--- src/rtl/dtim_pkg.sv ---
package dtim_pkg;
  localparam int NCH   = 2;
  localparam int DW    = 32;
  localparam int PW    = 8;
  localparam int CW    = 8;

  // control bit positions
  localparam int C_ONESHOT = 0;
  localparam int C_WIDE    = 1;
  localparam int C_PRE_LO  = 2;
  localparam int C_INTEN   = 5;
  localparam int C_PERIOD  = 6;
  localparam int C_RUN     = 7;
  localparam logic [CW-1:0] CTRL_KEEP  = 8'hEF;
  localparam logic [CW-1:0] CTRL_RESET = 8'h20;

  // register index within a bank (word offset)
  localparam logic [2:0] RI_RELOAD = 3'd0;
  localparam logic [2:0] RI_COUNT  = 3'd1;
  localparam logic [2:0] RI_CTRL   = 3'd2;
  localparam logic [2:0] RI_CLR    = 3'd3;
  localparam logic [2:0] RI_RAW    = 3'd4;
  localparam logic [2:0] RI_MSK    = 3'd5;
  localparam logic [2:0] RI_BGRLD  = 3'd6;

  // word addresses of the shared registers
  localparam logic [9:0] WA_TCTRL = 10'h3C0;
  localparam logic [9:0] WA_TOUT  = 10'h3C1;
  localparam logic [9:0] WA_ID0   = 10'h3F4;

  function automatic logic [7:0] id_byte(input logic [3:0] k);
    case (k)
      4'd0:  id_byte = 8'h04;
      4'd4:  id_byte = 8'h23;
      4'd5:  id_byte = 8'hB8;
      4'd6:  id_byte = 8'h1B;
      4'd8:  id_byte = 8'h0D;
      4'd9:  id_byte = 8'hF0;
      4'd10: id_byte = 8'h05;
      4'd11: id_byte = 8'hB1;
      default: id_byte = 8'h00;
    endcase
  endfunction
endpackage

--- src/rtl/dtim_prescaler.sv ---
module dtim_prescaler #(
  parameter int PW = 8
) (
  input  logic       clk,
  input  logic       rst_n,
  input  logic       run,
  input  logic       restart,
  input  logic [1:0] sel,
  output logic       tick
);
  localparam logic [PW-1:0] LIM16 = PW'(15);
  localparam logic [PW-1:0] LIMMX = {PW{1'b1}};

  logic [PW-1:0] pcnt_q;
  logic [PW-1:0] limit;

  always_comb begin
    case (sel)
      2'd0:    limit = '0;
      2'd1:    limit = LIM16;
      default: limit = LIMMX;
    endcase
  end

  assign tick = run && (pcnt_q == limit);

  always_ff @(posedge clk or negedge rst_n) begin
    if (!rst_n)                       pcnt_q <= '0;
    else if (!run || restart || tick) pcnt_q <= '0;
    else                              pcnt_q <= pcnt_q + 1'b1;
  end
endmodule

--- src/rtl/dtim_channel.sv ---
module dtim_channel
  import dtim_pkg::*;
#(
  parameter int DW = 32,
  parameter int PW = 8
) (
  input  logic          clk,
  input  logic          rst_n,
  input  logic          we,
  input  logic [2:0]    widx,
  input  logic [DW-1:0] wdata,
  input  logic [2:0]    ridx,
  output logic [DW-1:0] rdata,
  output logic          irq
);
  localparam int HW = DW / 2;

  logic [DW-1:0] reload_q, cnt_q;
  logic [CW-1:0] ctrl_q;
  logic          raw_q;
  logic          tick, load_wr, wide, run;
  logic [DW-1:0] cur, dec_val, rl_src, rl_val;

  assign load_wr = we && (widx == RI_RELOAD);
  assign wide    = ctrl_q[C_WIDE];
  assign run     = ctrl_q[C_RUN];

  dtim_prescaler #(.PW(PW)) pre_i (
    .clk(clk), .rst_n(rst_n), .run(run), .restart(load_wr),
    .sel(ctrl_q[C_PRE_LO+1:C_PRE_LO]), .tick(tick)
  );

  always_comb begin
    cur     = wide ? cnt_q : {{HW{1'b0}}, cnt_q[HW-1:0]};
    dec_val = wide ? cnt_q - 1'b1 : {cnt_q[DW-1:HW], cnt_q[HW-1:0] - 1'b1};
    rl_src  = ctrl_q[C_PERIOD] ? reload_q : {DW{1'b1}};
    rl_val  = wide ? rl_src : {cnt_q[DW-1:HW], rl_src[HW-1:0]};
  end

  always_ff @(posedge clk or negedge rst_n) begin
    if (!rst_n) begin
      reload_q <= '0;
      cnt_q    <= {DW{1'b1}};
      ctrl_q   <= CTRL_RESET;
      raw_q    <= 1'b0;
    end else begin
      if (load_wr) begin
        reload_q <= wdata;
        cnt_q    <= wdata;
      end else begin
        if (we && widx == RI_BGRLD) reload_q <= wdata;
        if (run && tick) begin
          if (cur == '0) begin
            if (!ctrl_q[C_ONESHOT]) cnt_q <= rl_val;
          end else begin
            cnt_q <= dec_val;
          end
        end
      end
      if (we && widx == RI_CTRL) ctrl_q <= wdata[CW-1:0] & CTRL_KEEP;
      if (!load_wr && run && tick && cur == DW'(1)) raw_q <= 1'b1;
      else if (we && widx == RI_CLR)                raw_q <= 1'b0;
    end
  end

  assign irq = raw_q && ctrl_q[C_INTEN];

  always_comb begin
    case (ridx)
      RI_RELOAD, RI_BGRLD: rdata = reload_q;
      RI_COUNT:            rdata = cnt_q;
      RI_CTRL:             rdata = {{(DW-CW){1'b0}}, ctrl_q};
      RI_RAW:              rdata = {{(DW-1){1'b0}}, raw_q};
      RI_MSK:              rdata = {{(DW-1){1'b0}}, irq};
      default:             rdata = '0;
    endcase
  end
endmodule

--- src/rtl/dtim_irq_select.sv ---
module dtim_irq_select #(
  parameter int N = 2
) (
  input  logic         test_en,
  input  logic [N-1:0] test_out,
  input  logic [N-1:0] live,
  output logic [N-1:0] irq,
  output logic         irq_or
);
  for (genvar i = 0; i < N; i++) begin : g_line
    assign irq[i] = test_en ? test_out[i] : live[i];
  end
  assign irq_or = |irq;
endmodule

--- src/rtl/apb_dual_timer.sv ---
module apb_dual_timer
  import dtim_pkg::*;
(
  input  logic        pclk,
  input  logic        presetn,
  input  logic        psel,
  input  logic        penable,
  input  logic        pwrite,
  input  logic [11:0] paddr,
  input  logic [31:0] pwdata,
  output logic [31:0] prdata,
  output logic        pready,
  output logic        pslverr,
  output logic [1:0]  irq_chan,
  output logic        irq_any
);
  logic [9:0]     waddr;
  logic           wr_acc, rd_setup, in_bank;
  logic           test_en_q;
  logic [NCH-1:0] test_out_q;
  logic [NCH-1:0] live_irq;
  logic [DW-1:0]  ch_rdata [NCH];
  logic [DW-1:0]  rd_mux;
  logic [9:0]     id_off;

  assign waddr    = paddr[11:2];
  assign wr_acc   = psel && penable && pwrite;
  assign rd_setup = psel && !penable && !pwrite;
  assign in_bank  = (waddr[9:4] == 6'd0);
  assign pready   = 1'b1;
  assign pslverr  = 1'b0;

  for (genvar c = 0; c < NCH; c++) begin : g_ch
    dtim_channel #(.DW(DW), .PW(PW)) ch_i (
      .clk(pclk), .rst_n(presetn),
      .we(wr_acc && in_bank && (waddr[3] == c[0])),
      .widx(waddr[2:0]), .wdata(pwdata),
      .ridx(waddr[2:0]), .rdata(ch_rdata[c]),
      .irq(live_irq[c])
    );
  end

  always_ff @(posedge pclk or negedge presetn) begin
    if (!presetn) begin
      test_en_q  <= 1'b0;
      test_out_q <= '0;
    end else if (wr_acc) begin
      if (waddr == WA_TCTRL) test_en_q  <= pwdata[0];
      if (waddr == WA_TOUT)  test_out_q <= pwdata[NCH-1:0];
    end
  end

  assign id_off = waddr - WA_ID0;

  always_comb begin
    rd_mux = '0;
    if (in_bank)                rd_mux = ch_rdata[waddr[3]];
    else if (waddr == WA_TCTRL) rd_mux = {{(DW-1){1'b0}}, test_en_q};
    else if (waddr >= WA_ID0)   rd_mux = {{(DW-8){1'b0}}, id_byte(id_off[3:0])};
  end

  always_ff @(posedge pclk or negedge presetn) begin
    if (!presetn)      prdata <= '0;
    else if (rd_setup) prdata <= rd_mux;
  end

  dtim_irq_select #(.N(NCH)) sel_i (
    .test_en(test_en_q), .test_out(test_out_q), .live(live_irq),
    .irq(irq_chan), .irq_or(irq_any)
  );
endmodule

--- config.mk ---
export PLATFORM = sky130hd
export DESIGN_NAME = apb_dual_timer
export DESIGN_NICKNAME = d
export VERILOG_FILES = /design/src/rtl/dtim_pkg.sv /design/src/rtl/dtim_prescaler.sv /design/src/rtl/dtim_channel.sv /design/src/rtl/dtim_irq_select.sv /design/src/rtl/apb_dual_timer.sv
export SDC_FILE = /design/constraint.sdc
export NUM_CORES = 1
export LEC_CHECK = 0
export ABC_AREA = 0
export BUFFER_PORTS_ARGS = -buffer_cell sky130_fd_sc_hd__buf_4
export CORE_UTILIZATION = 30
export DETAILED_ROUTE_END_ITERATION = 12
export PLACE_DENSITY = 0.53
export SLEW_MARGIN = 0
export SYNTH_ARGS = -nofsm -noshare
export SYNTH_HDL_FRONTEND = slang
export SYNTH_SLANG_ARGS = --single-unit
--- constraint.sdc ---
create_clock -name pclk -period 3.7 [get_ports pclk]
set_clock_uncertainty 0.05 [all_clocks]
set_input_delay 0.74 -clock pclk [delete_from_list [all_inputs] [get_ports pclk]]
set_output_delay 0.74 -clock pclk [all_outputs]
set_load 0.005 [all_outputs]
; ---- After elaboration in Yosys (flattened, before gate mapping)
; Memories as Yosys holds them, arrays and structs flattened.
; Cells that the tools add are included.
[word_totals]
register_bits = 195
mem_bits_ro = 128
out_inout_bits = 37
wordCells = 142
n_memories = 1
[classes]
add_sub_neg = 7
order_cmp = 2
n_eq_ne = 16
muxes = 38
bitwise_logic = 2
n_reduce_logical = 61
[mem_list]
columns = name, depth, word_bits, read_ports, rd_clocked_by_memory_dff, wr, line
row1 = (name not given), 16, 8, 1, 0, 0, dtim_pkg.sv:32  ; case (k)
[ops]
columns = operator, count
row1 = $mux 32, 24
row2 = $pmux 32 s5, 2
row3 = $eq 32x1->1 const B, 2
row4 = $logic_not 32->1, 2
row5 = $sub 32x1->32 const B, 2
row6 = $mux 8, 4
row7 = $pmux 8 s2, 2
row8 = $sub 16x1->16 const B, 2
row9 = $logic_and 1x1->1, 27
row10 = $eq 10x10->1 const B, 2
row11 = $add 8x1->8 const B, 2
row12 = $eq 8x8->1, 2
row13 = $reduce_bool 2->1, 6
row14 = $reduce_bool 3->1, 4
row15 = $ge 10x10->1 const B, 1
row16 = $eq 3x3->1 const B, 3
row17 = $reduce_and 2->1, 4
row18 = $reduce_and 4->1, 2
row19 = $eq 3x2->1 const B, 2
row20 = $logic_not 1->1, 6
row21 = $logic_not 6->1, 1
row22 = $mux 1, 6
row23 = $ne 3x3->1 const B, 2
row24 = $eq 2x1->1 const B, 2
row25 = other kinds (9), 14

; ---- Depth between registers and ports, before layout
[depth]
ltp_word = 10
mapped_depth = 12
mapped_depth_nobuf = 8

; ---- By module
; A second synthesis with hierarchy kept.
[unflattened]
hier_cells = 1295
area_unflattened_um2 = 12077.8
[by_module_without_submodules]
columns = module, instances, cells_per_inst, area_per_inst_um2
row1 = dtim_channel at g_ch[0].ch_i, 1, 506, 4630.7
row2 = dtim_channel at g_ch[1].ch_i, 1, 494, 4550.6
row3 = apb_dual_timer, 1, 206, 2037.0
row4 = dtim_prescaler, 2, 42, 411.6
row5 = dtim_irq_select, 1, 5, 36.3

; ---- Worst setup path before layout
; Ideal clock, no wire load.
[synth_path]
path_type = input to register
from = input paddr[7]
to = register g_ch[0].ch_i.cnt_q[25]
setup_time_ps = 83
t_arrival_ps = 2750
required_time_ps = 3567
setup_slack_ps = 818
path_stages = 8
path_buffers = 2
cell_sequence = nor4_1 -> nand2_1 -> nor4_1 -> buf_2 -> buf_2 -> nor3_1 -> a221oi_1 -> o21ai_2
[synth_between]
elab_chain_len = 6
[synth_lines]
columns = element, line
row1 = "start, declared", apb_dual_timer.sv:9  ; input logic [11:0] paddr,
row2 = $logic_not 6->1 *, apb_dual_timer.sv:29  ; assign in_bank = (waddr[9:4] == 6'd0);
row3 = $logic_and 1x1->1 * (2 in series), apb_dual_timer.sv:36  ; .we(wr_acc && in_bank && (waddr[3] == c[0])),
row4 = $logic_and 1x1->1 *, dtim_channel.sv:24  ; assign load_wr = we && (widx == RI_RELOAD);
row5 = $ne 3x3->1 (no source line) (tied with other cells), -
row6 = $reduce_and 4->1 (no source line), -
row7 = "end signal, assigned", dtim_channel.sv:43  ; cnt_q <= {DW{1'b1}};
row8 = "end signal, assigned", dtim_channel.sv:49  ; cnt_q <= wdata;
row9 = "end signal, assigned", dtim_channel.sv:54  ; if (!ctrl_q[C_ONESHOT]) cnt_q <= rl_val;
row10 = "end, declared", dtim_channel.sv:18  ; logic [DW-1:0] reload_q, cnt_q;
; Mark *: on every way between the ends. The rest lies on a longest branch, timed or not.
; A chain may end at the register's enable or synchronous reset.

; ---- Worst setup path in the final report
[layout_path]
from = register g_ch[0].ch_i.cnt_q[16]
to = register g_ch[0].ch_i.cnt_q[22]
[layout_between]
elab_chain_len = 5
[layout_lines]
columns = element, line
row1 = $sub 32x1->32 or $mux 32 (tied branches), "dtim_channel.sv:35, dtim_channel.sv:34"
row2 = $mux 32 or $logic_not 32->1 (tied branches), "dtim_channel.sv:35, dtim_channel.sv:53"
row3 = $mux 32, dtim_channel.sv:53  ; if (cur == '0) begin
row4 = $mux 32, dtim_channel.sv:52  ; if (run && tick) begin
row5 = $mux 32, dtim_channel.sv:47  ; if (load_wr) begin
; Parallel ways exist; a longest one is shown, timed or not. The select of a mux whose other input is x is not followed.

==> metrics.md <==
| Metric | Value |
|---|---|
| Number of synthesized register bits | `195` |
| Final WL | `42.9 mm` |
| Highest routed layer | `met4` |
| Sequential share of the synthesized area | `41.7%` |
| Area of the multi-input gates | `6470 µm²` |
| CTS max path bufs | `2` |
| Ports | `86` |
| Initial Util | `30.6%` |
| Worst Setup Start Kind | `register` |
| Reg area | `4960 µm²` |
| Number of max-cap violations | `0` |
| Post-DR wirelength/cell | `23.2 µm` |
| WS Path Type | `reg -> reg` |
| Synth cell types | `86` |
| Max rail drop VDD | `242 µV` |
| Asr flop ratio synth | `100%` |
| CP Max Fanout | `16` |
| Max Slew Vio Count | `0` |
| Synth warnings | `0` |
| First-pass GRT wire length | `66.5 mm` |
| Crit path from | `g_ch[0].ch_i.cnt_q[16]$_DFFE_PN1P_` |
| Cells after synthesis | `1265` |
| Die Area | `40500 µm²` |
| Num CTS Buffers | `17` |
| Hold_buf cts | `0` |
| Pwr per Cell Area | `326 nW/µm²` |
| CP endpoint | `g_ch[0].ch_i.cnt_q[22]$_DFFE_PN1P_` |
| # clock sinks | `195` |
| Htree depth | `4` |
| Initial antenna violation count | `1` |
| Pin count of the biggest net entering global routing | `81` |
| Internal reg-to-reg setup slack | `480 ps` |
| Ys flop type | `dfrtp_1` |
| CTS tree | `done` |
| CTS root buf | `clkbuf_16` |
| Final ANT Viol Nets | `0` |
| Layout Nets | `1382` |
| WP data arrival | `3550 ps` |
| Port bufs | `81` |
| Critical R2R Launch | `g_ch[0].ch_i.cnt_q[16]$_DFFE_PN1P_` |
| RSZ-0062 raised after global routing | `no` |
| Vias | `10900` |
| Final period util | `87.1%` |
| Cell row count | `72` |
| FILL cells | `4021` |
| Most frequent cells in the layout | `dfrtp_1 (129), buf_4 (125), o21ai_0 (98)` |
| Maximum clock frequency | `310 MHz` |
| 1st-iter DRT viols | `1136` |
| Hold slack | `255 ps` |
| Avg Cell Area, Syn | `9.40 µm²` |
| R2R Path End | `g_ch[0].ch_i.cnt_q[22]$_DFFE_PN1P_` |
| Average vias per placed instance | `5.92` |
| Synth area leader | `dfrtp_1` |
| DP Wirelength | `30.6 mm` |
| Post-CTS Repair Setup Buffers | `0` |
| Most common cell after layout, fill and taps aside | `dfrtp_1` |
| Met3 WL | `2.60 mm` |
| Post-synth EDFFs | `0` |
| RePlAce Congestion | `0.930` |
| Core Area | `38900 µm²` |
| Fin. Hold Viols | `0` |
| Max-slew headroom | `42.2%` |
| Design area | `13800 µm²` |
| Post-synth design cell area | `11900 µm²` |
| Slew @ Worst Pin | `867 ps` |
| Synth top area share | `27.1%` |
| Post-route DRC | `0` |
| Met2 WL | `19.7 mm` |
| Worst EP required | `4020 ps` |
| Total Routing Usage GR | `21.3%` |
| Crit. End Element | `register` |
| Area grow syn2layout | `16.4%` |
| Hold Crit Class | `in -> async` |
| TNS Setup | `0 ps` |
| GRT overflow | `0` |
| Die Ht | `201 µm` |
| Leakage | `5.68 nW` |
| Vias in the first global route | `10700` |
| Placed Area | `13200 µm²` |
| Fin crit period | `3220 ps` |
| Synth area leaders | `dfrtp_1 (27%), dfstp_2 (15%), mux2_2 (7.6%)` |
| Clock Pin Slew Worst Setup and Hold Paths | `70 ps` |
| Layout cells sized above 1 | `25.8%` |
| Final Setup Violations | `0` |
| PostCTS Resize Cnt | `0` |
| Die X | `201 µm` |
| Synth Net Count | `1328` |
| Status | `completed` |
| First-pass detailed-route iteration total | `5` |
| FF-to-FF path depth | `6` |
| Clk_lat worst skew | `450 ps` |
| Routed met1 length | `19.2 mm` |
[cell usage after synthesis (9+ instances only)]
cell	instances
a221o_1	14
dfstp_2	66
dfrtp_1	129
nand3_1	27
nand2_1	89
nand4_1	16
buf_1	9
o21ai_0	98
o211ai_1	9
a21oi_1	36
a222oi_1	10
inv_1	28
ha_1	14
nand2b_1	28
nor2_1	95
clkbuf_1	73
nor4_1	50
o21a_1	12
nor3_1	59
xnor2_1	16
o41ai_1	12
a211oi_1	10
a31oi_1	20
and2_1	9
or3_1	10
mux2_2	80
a21o_1	17
a221oi_1	69
o21ai_2	10
[state kept, by name, summed over array words and instances (netlist names)]
signal,count
g_ch.ch_i.ctrl_q,14
g_ch.ch_i.cnt_q,64
test_en_q,1
g_ch.ch_i.pre_i.pcnt_q,16
g_ch.ch_i.reload_q,64
test_out_q,2
prdata,32
g_ch.ch_i.raw_q,2
[power by group]
group          switching, mW  total (mW)  internal (mW)
clock                  0.846        1.97           1.12
sequential            0.0292        2.19           2.16
combinational          0.245       0.363          0.118
total                   1.12        4.52           3.40
[cell type report]
type	instances	area share (%)
Sequential cell	195	35.8
Clock inverter	8	0.912
Clock buffer	24	3.48
Timing Repair Buffer	131	7.60
Multi-Input combinational cell	945	46.7
Inverter	29	0.786
Tap cell	518	4.68
Antenna cell	1	0.0181
[metrics by stage]
stage	instances	utilization [%]	total power [mW]	setup WS (ps)
after floorplan	1265	-	2.37	818
after CTS	1850	35.6	4.56	508
after global placement	1818	34.0	2.58	507
final	1851	35.6	4.52	476
after detailed placement	1818	34.0	2.59	480
after global routing	1850	35.6	4.67	359
[worst min-delay path by stage]
stage,depth (start not counted),slack [ps],end,startpoint
after floorplan,0,390,g_ch[0].ch_i.ctrl_q[0]$_DFFE_PN0P_,presetn
final,1,260,g_ch[1].ch_i.pre_i.pcnt_q[1]$_DFF_PN0_,presetn
after detailed placement,1,420,prdata[21]$_DFFE_PN0P_,prdata[21]$_DFFE_PN0P_
after global placement,1,420,prdata[23]$_DFFE_PN0P_,prdata[23]$_DFFE_PN0P_
after CTS,1,300,g_ch[1].ch_i.pre_i.pcnt_q[1]$_DFF_PN0_,presetn
after global routing,1,300,g_ch[1].ch_i.pre_i.pcnt_q[1]$_DFF_PN0_,presetn
[cell families (layout without fill, tap and decap cells)]
group | Yosys count | after routing | synth area share (%)
DFF | 195 | 195 | 41.7
AOI/OAI and AO/OA | 380 | 380 | 23.2
adders and majority gates | 14 | 14 | 1.47
and+or+nand+nor | 441 | 441 | 19.5
xor gates and xnor gates | 22 | 22 | 1.62
buffers and inverters | 125 | 192 | 4.30
other | 2 | 3 | 0.0631
muxes | 86 | 86 | 8.08
[critical path, cell delays in order, from the launching register on]
cell and delay, ps:
dfstp_2 400, or4_4 580, or4b_1 610, or4_1 450, a31oi_2 690, o21ai_0 250, o21ai_2 110
[layer usage]
metal / up-vias / track usage (%)
li1: 4995 / -
met1: 5450 / 29.6
met2: 428 / 32.9
met3: 76 / 3.42
met4: 0 / 8.72
met5: - / 0
No activity file was read; power rests on OpenSTA's default activity.
